## src/rtl/wdog_keyed_pkg.sv

```systemverilog
package wdog_keyed_pkg;
    localparam int DATA_W    = 32;
    localparam int CNT_FLD_W = 8;
    localparam int CNT_W     = CNT_FLD_W + 1;
    localparam int RUN_BIT   = 8;
    localparam int KEY_LSB   = 9;
    localparam int KEY_W     = 7;
    localparam int HIT_BIT   = 9;
    localparam int CTRL_OFF  = 'h40;
    localparam int STAT_OFF  = 'h44;

    typedef enum logic [2:0] {
        ST_STOP  = 3'd0,
        ST_ARMED = 3'd1,
        ST_GRACE = 3'd2,
        ST_FIRE  = 3'd3,
        ST_HALT  = 3'd4
    } wd_state_e;
endpackage

```

## src/rtl/wdog_keygate.sv

```systemverilog
module wdog_keygate
    import wdog_keyed_pkg::*;
(
    input  logic              clk,
    input  logic              rst_n,
    input  logic              wr_en,
    input  logic              sel_ctrl,
    input  logic              frozen,
    input  logic [DATA_W-1:0] wdata,
    output logic [DATA_W-1:0] ctrl_q,
    output logic              accept
);
    logic key_ok;

    // A locked watchdog wants the inverse of the key it holds.
    assign key_ok = (wdata[KEY_LSB +: KEY_W] == ~ctrl_q[KEY_LSB +: KEY_W]);
    assign accept = wr_en && sel_ctrl && !frozen && (!ctrl_q[RUN_BIT] || key_ok);

    always_ff @(posedge clk or negedge rst_n) begin
        if (!rst_n) begin
            ctrl_q <= '0;
        end else if (accept) begin
            ctrl_q <= wdata;
        end
    end
endmodule

```

## src/rtl/wdog_counter.sv

```systemverilog
module wdog_counter
    import wdog_keyed_pkg::*;
#(
    parameter int GRACE_TICKS = 10
) (
    input  logic                 clk,
    input  logic                 rst_n,
    input  logic                 load_user,
    input  logic [CNT_FLD_W-1:0] user_field,
    input  logic                 load_grace,
    input  logic                 dec,
    output logic [CNT_W-1:0]     count,
    output logic                 at_one
);
    localparam logic [CNT_W-1:0] FULL_LOAD  = CNT_W'(1) << CNT_FLD_W;
    localparam logic [CNT_W-1:0] GRACE_LOAD = CNT_W'(GRACE_TICKS);

    logic [CNT_W-1:0] user_load;

    assign user_load = (user_field == '0) ? FULL_LOAD : {1'b0, user_field};
    assign at_one    = (count == CNT_W'(1));

    always_ff @(posedge clk or negedge rst_n) begin
        if (!rst_n) begin
            count <= '0;
        end else if (load_user) begin
            count <= user_load;
        end else if (load_grace) begin
            count <= GRACE_LOAD;
        end else if (dec) begin
            count <= count - CNT_W'(1);
        end
    end
endmodule

```

## src/rtl/wdog_fsm.sv

```systemverilog
module wdog_fsm
    import wdog_keyed_pkg::*;
(
    input  logic      clk,
    input  logic      rst_n,
    input  logic      accept,
    input  logic      run_req,
    input  logic      tick_en,
    input  logic      at_one,
    output wd_state_e state_q,
    output logic      nmi,
    output logic      rst_req,
    output logic      frozen,
    output logic      load_grace,
    output logic      dec
);
    wd_state_e state_d;
    wd_state_e after_write;

    assign after_write = run_req ? ST_ARMED : ST_STOP;

    always_ff @(posedge clk or negedge rst_n) begin
        if (!rst_n) begin
            state_q <= ST_STOP;
        end else begin
            state_q <= state_d;
        end
    end

    always_comb begin
        state_d = state_q;
        unique case (state_q)
            ST_STOP: begin
                if (accept) state_d = after_write;
            end
            ST_ARMED: begin
                if (accept)                  state_d = after_write;
                else if (tick_en && at_one)  state_d = ST_GRACE;
            end
            ST_GRACE: begin
                if (accept)                  state_d = after_write;
                else if (tick_en && at_one)  state_d = ST_FIRE;
            end
            ST_FIRE:  state_d = ST_HALT;
            ST_HALT:  state_d = ST_HALT;
            default:  state_d = ST_STOP;
        endcase
    end

    always_comb begin
        nmi        = 1'b0;
        rst_req    = 1'b0;
        frozen     = 1'b0;
        load_grace = 1'b0;
        dec        = 1'b0;
        unique case (state_q)
            ST_STOP: ;
            ST_ARMED: begin
                dec        = tick_en && !accept;
                load_grace = tick_en && at_one && !accept;
            end
            ST_GRACE: begin
                nmi = 1'b1;
                dec = tick_en && !accept;
            end
            ST_FIRE: begin
                nmi     = 1'b1;
                rst_req = 1'b1;
                frozen  = 1'b1;
            end
            ST_HALT: begin
                nmi    = 1'b1;
                frozen = 1'b1;
            end
            default: ;
        endcase
    end
endmodule

```

## src/rtl/wdog_keyed_top.sv

```systemverilog
module wdog_keyed_top
    import wdog_keyed_pkg::*;
#(
    parameter int ADDR_W      = 8,
    parameter int GRACE_TICKS = 10
) (
    input  logic              clk,
    input  logic              rst_n,
    input  logic              tick_en,
    input  logic              wr_en,
    input  logic [ADDR_W-1:0] addr,
    input  logic [31:0]       wdata,
    output logic [31:0]       rdata,
    output logic              nmi_o,
    output logic              rst_req_o
);
    localparam logic [ADDR_W-1:0] CTRL_A = ADDR_W'(CTRL_OFF);
    localparam logic [ADDR_W-1:0] STAT_A = ADDR_W'(STAT_OFF);

    logic [DATA_W-1:0] ctrl_q;
    logic [CNT_W-1:0]  cnt_q;
    logic              accept, frozen, at_one, load_grace, dec;
    logic              sel_ctrl;
    wd_state_e         state_q;

    assign sel_ctrl = (addr == CTRL_A);

    wdog_keygate u_gate (
        .clk      (clk),
        .rst_n    (rst_n),
        .wr_en    (wr_en),
        .sel_ctrl (sel_ctrl),
        .frozen   (frozen),
        .wdata    (wdata),
        .ctrl_q   (ctrl_q),
        .accept   (accept)
    );

    wdog_counter #(.GRACE_TICKS(GRACE_TICKS)) u_cnt (
        .clk        (clk),
        .rst_n      (rst_n),
        .load_user  (accept),
        .user_field (wdata[CNT_FLD_W-1:0]),
        .load_grace (load_grace),
        .dec        (dec),
        .count      (cnt_q),
        .at_one     (at_one)
    );

    wdog_fsm u_fsm (
        .clk        (clk),
        .rst_n      (rst_n),
        .accept     (accept),
        .run_req    (wdata[RUN_BIT]),
        .tick_en    (tick_en),
        .at_one     (at_one),
        .state_q    (state_q),
        .nmi        (nmi_o),
        .rst_req    (rst_req_o),
        .frozen     (frozen),
        .load_grace (load_grace),
        .dec        (dec)
    );

    always_comb begin
        rdata = '0;
        if (addr == CTRL_A) begin
            rdata = ctrl_q;
        end else if (addr == STAT_A) begin
            rdata[CNT_W-1:0] = cnt_q;
            rdata[HIT_BIT]   = nmi_o;
        end
    end
endmodule

```

## config.mk

```make
export PLATFORM = sky130hd
export DESIGN_NAME = wdog_keyed_top
export DESIGN_NICKNAME = d
export VERILOG_FILES = /design/src/rtl/wdog_keyed_pkg.sv /design/src/rtl/wdog_keygate.sv /design/src/rtl/wdog_counter.sv /design/src/rtl/wdog_fsm.sv /design/src/rtl/wdog_keyed_top.sv
export SDC_FILE = /design/constraint.sdc
export NUM_CORES = 1
export LEC_CHECK = 0
export ABC_AREA = 0
export BUFFER_PORTS_ARGS = -buffer_cell sky130_fd_sc_hd__buf_2
export CAP_MARGIN = 0
export CORE_UTILIZATION = 56
export CTS_BUF_LIST = sky130_fd_sc_hd__clkbuf_2
export CTS_CLUSTER_DIAMETER = 60
export DETAILED_ROUTE_END_ITERATION = 12
export HOLD_SLACK_MARGIN = 0.05
export PLACE_DENSITY_LB_ADDON = 0.15
export SKIP_CTS_REPAIR_TIMING = 1
export SYNTH_ARGS = -nofsm -noshare
export SYNTH_HDL_FRONTEND = slang
export SYNTH_SLANG_ARGS = --single-unit
```

## constraint.sdc

```tcl
create_clock -name clk -period 4.3 [get_ports clk]
set_clock_uncertainty 0.2 [all_clocks]
set_input_delay 0.43 -clock clk [delete_from_list [all_inputs] [get_ports clk]]
set_output_delay 0.43 -clock clk [all_outputs]
set_load 0.05 [all_outputs]
```

==> flow_metrics.py, run 1 <==
metrics = {
    "run_status": {
        "status": "finished, final reports clean",
    },
    "final_layout": {
        "layout-drive-gt1-share_pct": 26.1,
        "fill_cells": 294,
        "fin_cells": 418,
        "antenna_cells": 0,
        "multi_input_area_sq_mm": 0.00113,
        "areaGrowthSynthToFinish_pct": 31.6,
        "fin_area_sq_mm": 0.00306,
        "final_cell_mix": "nand2_1 (97), buf_2 (77), dfrtp_1 (44)",
        "post-route-util_pct": 76.4,
        "regArea_sq_mm": 0.00110,
        "final_common_cell": "nand2_1",
        "fin_nets": 413,
    },
    "timing": {
        "maxSlewHeadroom_pct": 36.2,
        "holdWs_ns": 0.0526,
        "period_share_pct": 68.5,
        "slew_viol_final": 0,
        "fin_crit_ns": 2.95,
        "hold_violations": 0,
        "fin_tns_setup_ns": 0,
        "setup_ws_ns": 1.35,
        "grt_setup_unrepaired": "no",
        "setup_violations": 0,
        "tightestPinTransition_ns": 0.957,
        "clock.fmax_ghz": 0.339,
    },
    "global_route": {
        "grt_antenna_before_repair": 0,
        "grt_pass1_vias": 1796,
        "track_usage_pct": 23.4,
        "use_met1_pct": 31.7,
        "grt_overflow": 0,
        "grt_pass1_wl_microns": 7800,
        "grt_max_degree": 45,
        "use_met3_pct": 5.69,
        "grtUsageMet2_pct": 36.6,
        "grt-busiest-layer": "met2",
    },
    "detailed_routing": {
        "ant_nets": 0,
        "vias": 2125,
        "wirelength_microns": 5500,
        "vias_per_cell": 5.08,
        "wl_per_cell_microns": 13.2,
        "drcViolationCount": 0,
        "dr.pass1.iters": 4,
        "drt_first_iter_violations": 119,
    },
    "setup_path": {
        "crit_family": "buffers and inverters",
        "worstPathMaxFanout": 17,
        "worstPathArrival_ns": 3.07,
        "path_cells": "dlygate4sd3_1 > buf_2 > xor2_1 > nand4_1 > o41ai_1 > nand4_1 > buf_4 > nand2_1 > nand2_1",
        "slowest_stage": "nand4_1",
        "cp-start-kind": "primary input",
        "worstSetupPathType": "in2reg",
        "path_buf_inv": 3,
        "worst_setup_path_end_kind": "flip-flop",
        "slowest_delay_ns": 0.66,
        "crit_required_ns": 4.43,
    },
    "synthesis": {
        "ys_ff_latch": 44,
        "ys_seq_area_share_pct": 47.4,
        "yosysWarnings": 0,
        "yosys.area.top_type": "dfrtp_1",
        "netlist_area_sq_mm": 0.00232,
        "synthFlopType": "dfrtp_1",
        "synthArstFlopShare_pct": 100,
        "synth_area_per_cell_sq_um": 8.87,
        "synthTopCellsByArea": "dfrtp_1 (47%), nand2_1 (16%), and2_1 (6.7%)",
        "postSynthCellCount": 262,
        "yosysUniqueCellTypes": 41,
        "syn-num-nets": 308,
        "synth_edf_count": 0,
        "yosysTopAreaCellShare_pct": 47.4,
    },
    "place": {
        "placed_area_sq_mm": 0.00273,
        "place_congestion": 0.793,
        "dp_slack_ns": 1.35,
        "port_buffers": 77,
        "post-place-cells": 381,
        "dp_hpwl_microns": 3600,
    },
    "floorplanning": {
        "num_rows": 23,
        "die_w_microns": 66.4,
        "die_h_microns": 66.4,
        "core_area_sq_mm": 0.00400,
        "start_util_pct": 58.1,
        "die_area_sq_mm": 0.00441,
        "io_pins": 78,
    },
    "pwr": {
        "leakage_nw": 1.70,
        "p_per_area_mw_per_mm2": 315,
        "power_mw": 0.964,
        "peakVddDrop_v": 0.000284,
    },
    "clock_network": {
        "cts_max_level": 2,
        "cts.sinks": 44,
        "numCtsBuffers": 5,
        "clockBufferDepth": 2,
        "tritoncts": "yes",
        "clk_latency_ns": 0.41,
        "root_buffer": "clkbuf_2",
        "clk_pin_slew_ns": 0.21,
    },
    "flow_run": {
        "cap_violations": 0,
    },
    "worst_hold_path": {
        "hold_path_class": "in2reg",
    },
}
worst reg2reg max path, cell delays in order (launching register included):
cell and delay, ns:
dfrtp_1 0.45, xor2_1 0.15, nand4_1 0.10, o41ai_1 0.44
nand4_1 0.66, buf_4 0.45, nand2_1 0.10, nand2_1 0.06
registers in the layout (all words and copies together) (netlist names):
name,count
u_fsm.state_q,3
u_gate.ctrl_q,32
u_cnt.count,9
layout make-up:
cell class | instances | area share, %
Clock buffer | 6 | 0.982
Clock inverter | 2 | 0.368
Inverter | 5 | 0.614
Multi-Input combinational cell | 202 | 37.1
Sequential cell | 44 | 36.0
Tap cell | 50 | 2.05
Timing Repair Buffer | 109 | 22.8
Yosys cell counts, drive strengths merged (5+ instances only):
cell type	number
nand2	97
dfrtp	44
and2	25
a22o	10
buf	8
o21ai	7
xnor2	7
nor2	6
xor2	6
inv	5
nor3	5
nor4	5
path summary, 6_finish.rpt:
path                                   startpoint                 to  slack [ns]  cells past startpoint
worst max register to register  u_gate.ctrl_q[11]  u_gate.ctrl_q[31]        1.60                      7
worst min register to register  u_gate.ctrl_q[29]  u_gate.ctrl_q[29]        0.29                      2
min in group asynchronous                   rst_n  u_gate.ctrl_q[17]        0.47                      2
worst max-delay path                    wdata[10]  u_gate.ctrl_q[31]        1.35                      9
max in group asynchronous                   rst_n   u_fsm.state_q[0]        2.84                      2
worst min-delay path                     wdata[4]   u_gate.ctrl_q[4]        0.05                      3
layer usage:
| metal | wire length (microns) | part of all wire, % |
|---|---|---|
| met1 | 2440 | 44 |
| met2 | 2760 | 50 |
| met3 | 256 | 4.7 |
| met4 | 40 | 0.73 |
| met5 | 0 | 0 |
where the power goes:
part	switching [mW]	internal (mW)	total, mW	leakage [nW]
logic	0.124	0.122	0.247	1.08
registers	0.0723	0.472	0.545	0.595
clock network	0.132	0.0406	0.172	0.0266
logic make-up after synthesis:
family                     count (synthesis)  share of synthesized area [%]
and+or+nand+nor                          155                           32.2
DFF                                       44                           47.4
AOI/OAI and AO/OA                         29                           9.32
buffers and inverters                     16                           3.77
xor gates and xnor gates                  13                           4.90
muxes                                      3                           1.35
adders and majority gates                  2                           1.08
(Power assumes the default switching activity.)
==> run 2: changes to the inputs <==
CORE_UTILIZATION = 47   (was 56)
clock period = 2.7 ns   (was 4.3 ns; I/O delays follow)
==> flow_metrics.py, run 2 (synthesis gave the netlist of run 1 again) <==
metrics = {
    "run_status": {
        "status": "finished, final reports clean",
    },
    "setup_path": {
        "cp-start-kind": "primary input",
        "slowest_delay_ns": 0.55,
        "worst_setup_path_end_kind": "primary output",
        "worstSetupPathType": "in2out",
        "crit_top_cell": "buf_2",
        "worstPathArrival_ns": 1.92,
        "worstPathMaxFanout": 10,
        "crit_family": "simple AND/OR/NAND/NOR gates",
        "slowest_stage": "or4b_4",
        "path_buf_inv": 3,
        "crit_required_ns": 2.23,
        "path_cells": "buf_2 > or4b_4 > nor4_1 > and2_1 > buf_4 > a22o_1 > buf_2",
    },
    "place": {
        "dp_hpwl_microns": 3780,
        "port_buffers": 77,
        "dp_slack_ns": 0.320,
        "place_congestion": 0.875,
    },
    "final_layout": {
        "largest_register_ffs": 32,
        "final_cell_mix": "nand2_1 (97), buf_2 (77), dfrtp_1 (44)",
        "final_common_cell": "nand2_1",
        "fill_cells": 427,
        "fin_nets": 419,
        "regArea_sq_mm": 0.00110,
        "areaGrowthSynthToFinish_pct": 35.9,
        "regMostFlops": "u_gate.ctrl_q",
        "multi_input_area_sq_mm": 0.00113,
        "reg_top3": "u_gate.ctrl_q x32, u_cnt.count x9, u_fsm.state_q x3",
        "layout-drive-gt1-share_pct": 26.5,
        "antenna_cells": 0,
        "post-route-util_pct": 66.4,
    },
    "detailed_routing": {
        "vias_per_cell": 4.83,
        "dr.pass1.iters": 4,
        "wl_per_cell_microns": 12.9,
        "ant_nets": 0,
        "wirelength_microns": 5690,
        "drt_first_iter_violations": 143,
        "drcViolationCount": 0,
        "vias": 2132,
    },
    "global_route": {
        "grt_pass1_wl_microns": 9020,
        "grt_overflow": 0,
        "grt_pass1_vias": 1959,
        "track_usage_pct": 22.2,
        "grt_antenna_before_repair": 0,
        "grt_max_degree": 45,
    },
    "timing": {
        "hold_violations": 0,
        "setup_ws_ns": 0.305,
        "clock.fmax_ghz": 0.418,
        "slew_viol_final": 0,
        "setup_violations": 0,
        "grt_setup_unrepaired": "no",
        "holdWs_ns": 0.0678,
        "period_share_pct": 88.7,
        "tightestPinTransition_ns": 0.968,
        "fin_crit_ns": 2.39,
        "fin_tns_setup_ns": 0,
        "maxSlewHeadroom_pct": 35.5,
    },
    "floorplanning": {
        "die_area_sq_mm": 0.00523,
        "num_rows": 25,
        "die_h_microns": 72.3,
        "start_util_pct": 48.9,
        "die_w_microns": 72.3,
        "core_area_sq_mm": 0.00475,
        "io_pins": 78,
    },
    "pwr": {
        "power_mw": 1.64,
        "peakVddDrop_v": 0.000309,
        "p_per_area_mw_per_mm2": 520,
        "leakage_nw": 1.74,
    },
    "clock_network": {
        "tritoncts": "yes",
        "cts.sinks": 44,
        "root_buffer": "clkbuf_2",
        "clockBufferDepth": 2,
        "clk_pin_slew_ns": 0.23,
        "cts_max_level": 2,
        "numCtsBuffers": 5,
        "clk_latency_ns": 0.41,
    },
    "flow_run": {
        "cap_violations": 0,
    },
    "worst_hold_path": {
        "hold_path_class": "in2reg",
    },
}
[run 2: changes by cell type in the layout (fill, tap and decap cells not counted), sizes merged]
cell	previous run	this run
dlygate4sd3	29	33
buf	80	82
bufinv	0	1
clkinvlp	1	0
[run 2: report_power, final]
part | leakage [nW] | internal [mW] | switching [mW]
combinational | 1.10 | 0.200 | 0.195
sequential | 0.595 | 0.752 | 0.122
clock | 0.0430 | 0.159 | 0.214
total | 1.74 | 1.11 | 0.530
[run 2: worst paths after layout]
kind | from | to | slack (ns) | cells after the start
setup / recovery | addr[7] | rdata[1] | 0.31 | 7
hold / removal | wr_en | u_gate.ctrl_q[8] | 0.07 | 3
setup reg to reg | u_cnt.count[3] | u_cnt.count[2] | 0.45 | 5
hold reg to reg | u_gate.ctrl_q[21] | u_gate.ctrl_q[21] | 0.28 | 2
max in group asynchronous | rst_n | u_gate.ctrl_q[5] | 1.39 | 2
min in group asynchronous | rst_n | u_gate.ctrl_q[6] | 0.31 | 2
[run 2: layout make-up]
class | instances | area share (%)
Multi-Input combinational cell | 202 | 35.9
Inverter | 5 | 0.595
Clock buffer | 6 | 0.951
Sequential cell | 44 | 34.9
Timing Repair Buffer | 115 | 23.9
Clock inverter | 2 | 1.11
Tap cell | 67 | 2.66
[run 2: worst register-to-register path, stage by stage (launching register included)]
cell     delay [ns]
dfrtp_1        0.49
or4_4          0.59
nor4_4         0.29
nand3_1        0.20
nand2_1        0.25
o21ai_0        0.13
[run 2: through the flow]
stage	instances	area, sq um
after floorplan	262	2320
after CTS	408	2830
final	441	3160
after global routing	441	3160
after detailed placement	400	2760
after global placement	400	2760
[run 2: per-layer routing]
metal | share of wire (%) | track usage (%) | vias to the layer above
met4 | 1.4 | 5.88 | 0
met5 | 0 | 0 | -
met3 | 4.5 | 4.72 | 7
li1 | - | - | 1087
met1 | 47 | 30.4 | 977
met2 | 47 | 35.8 | 61
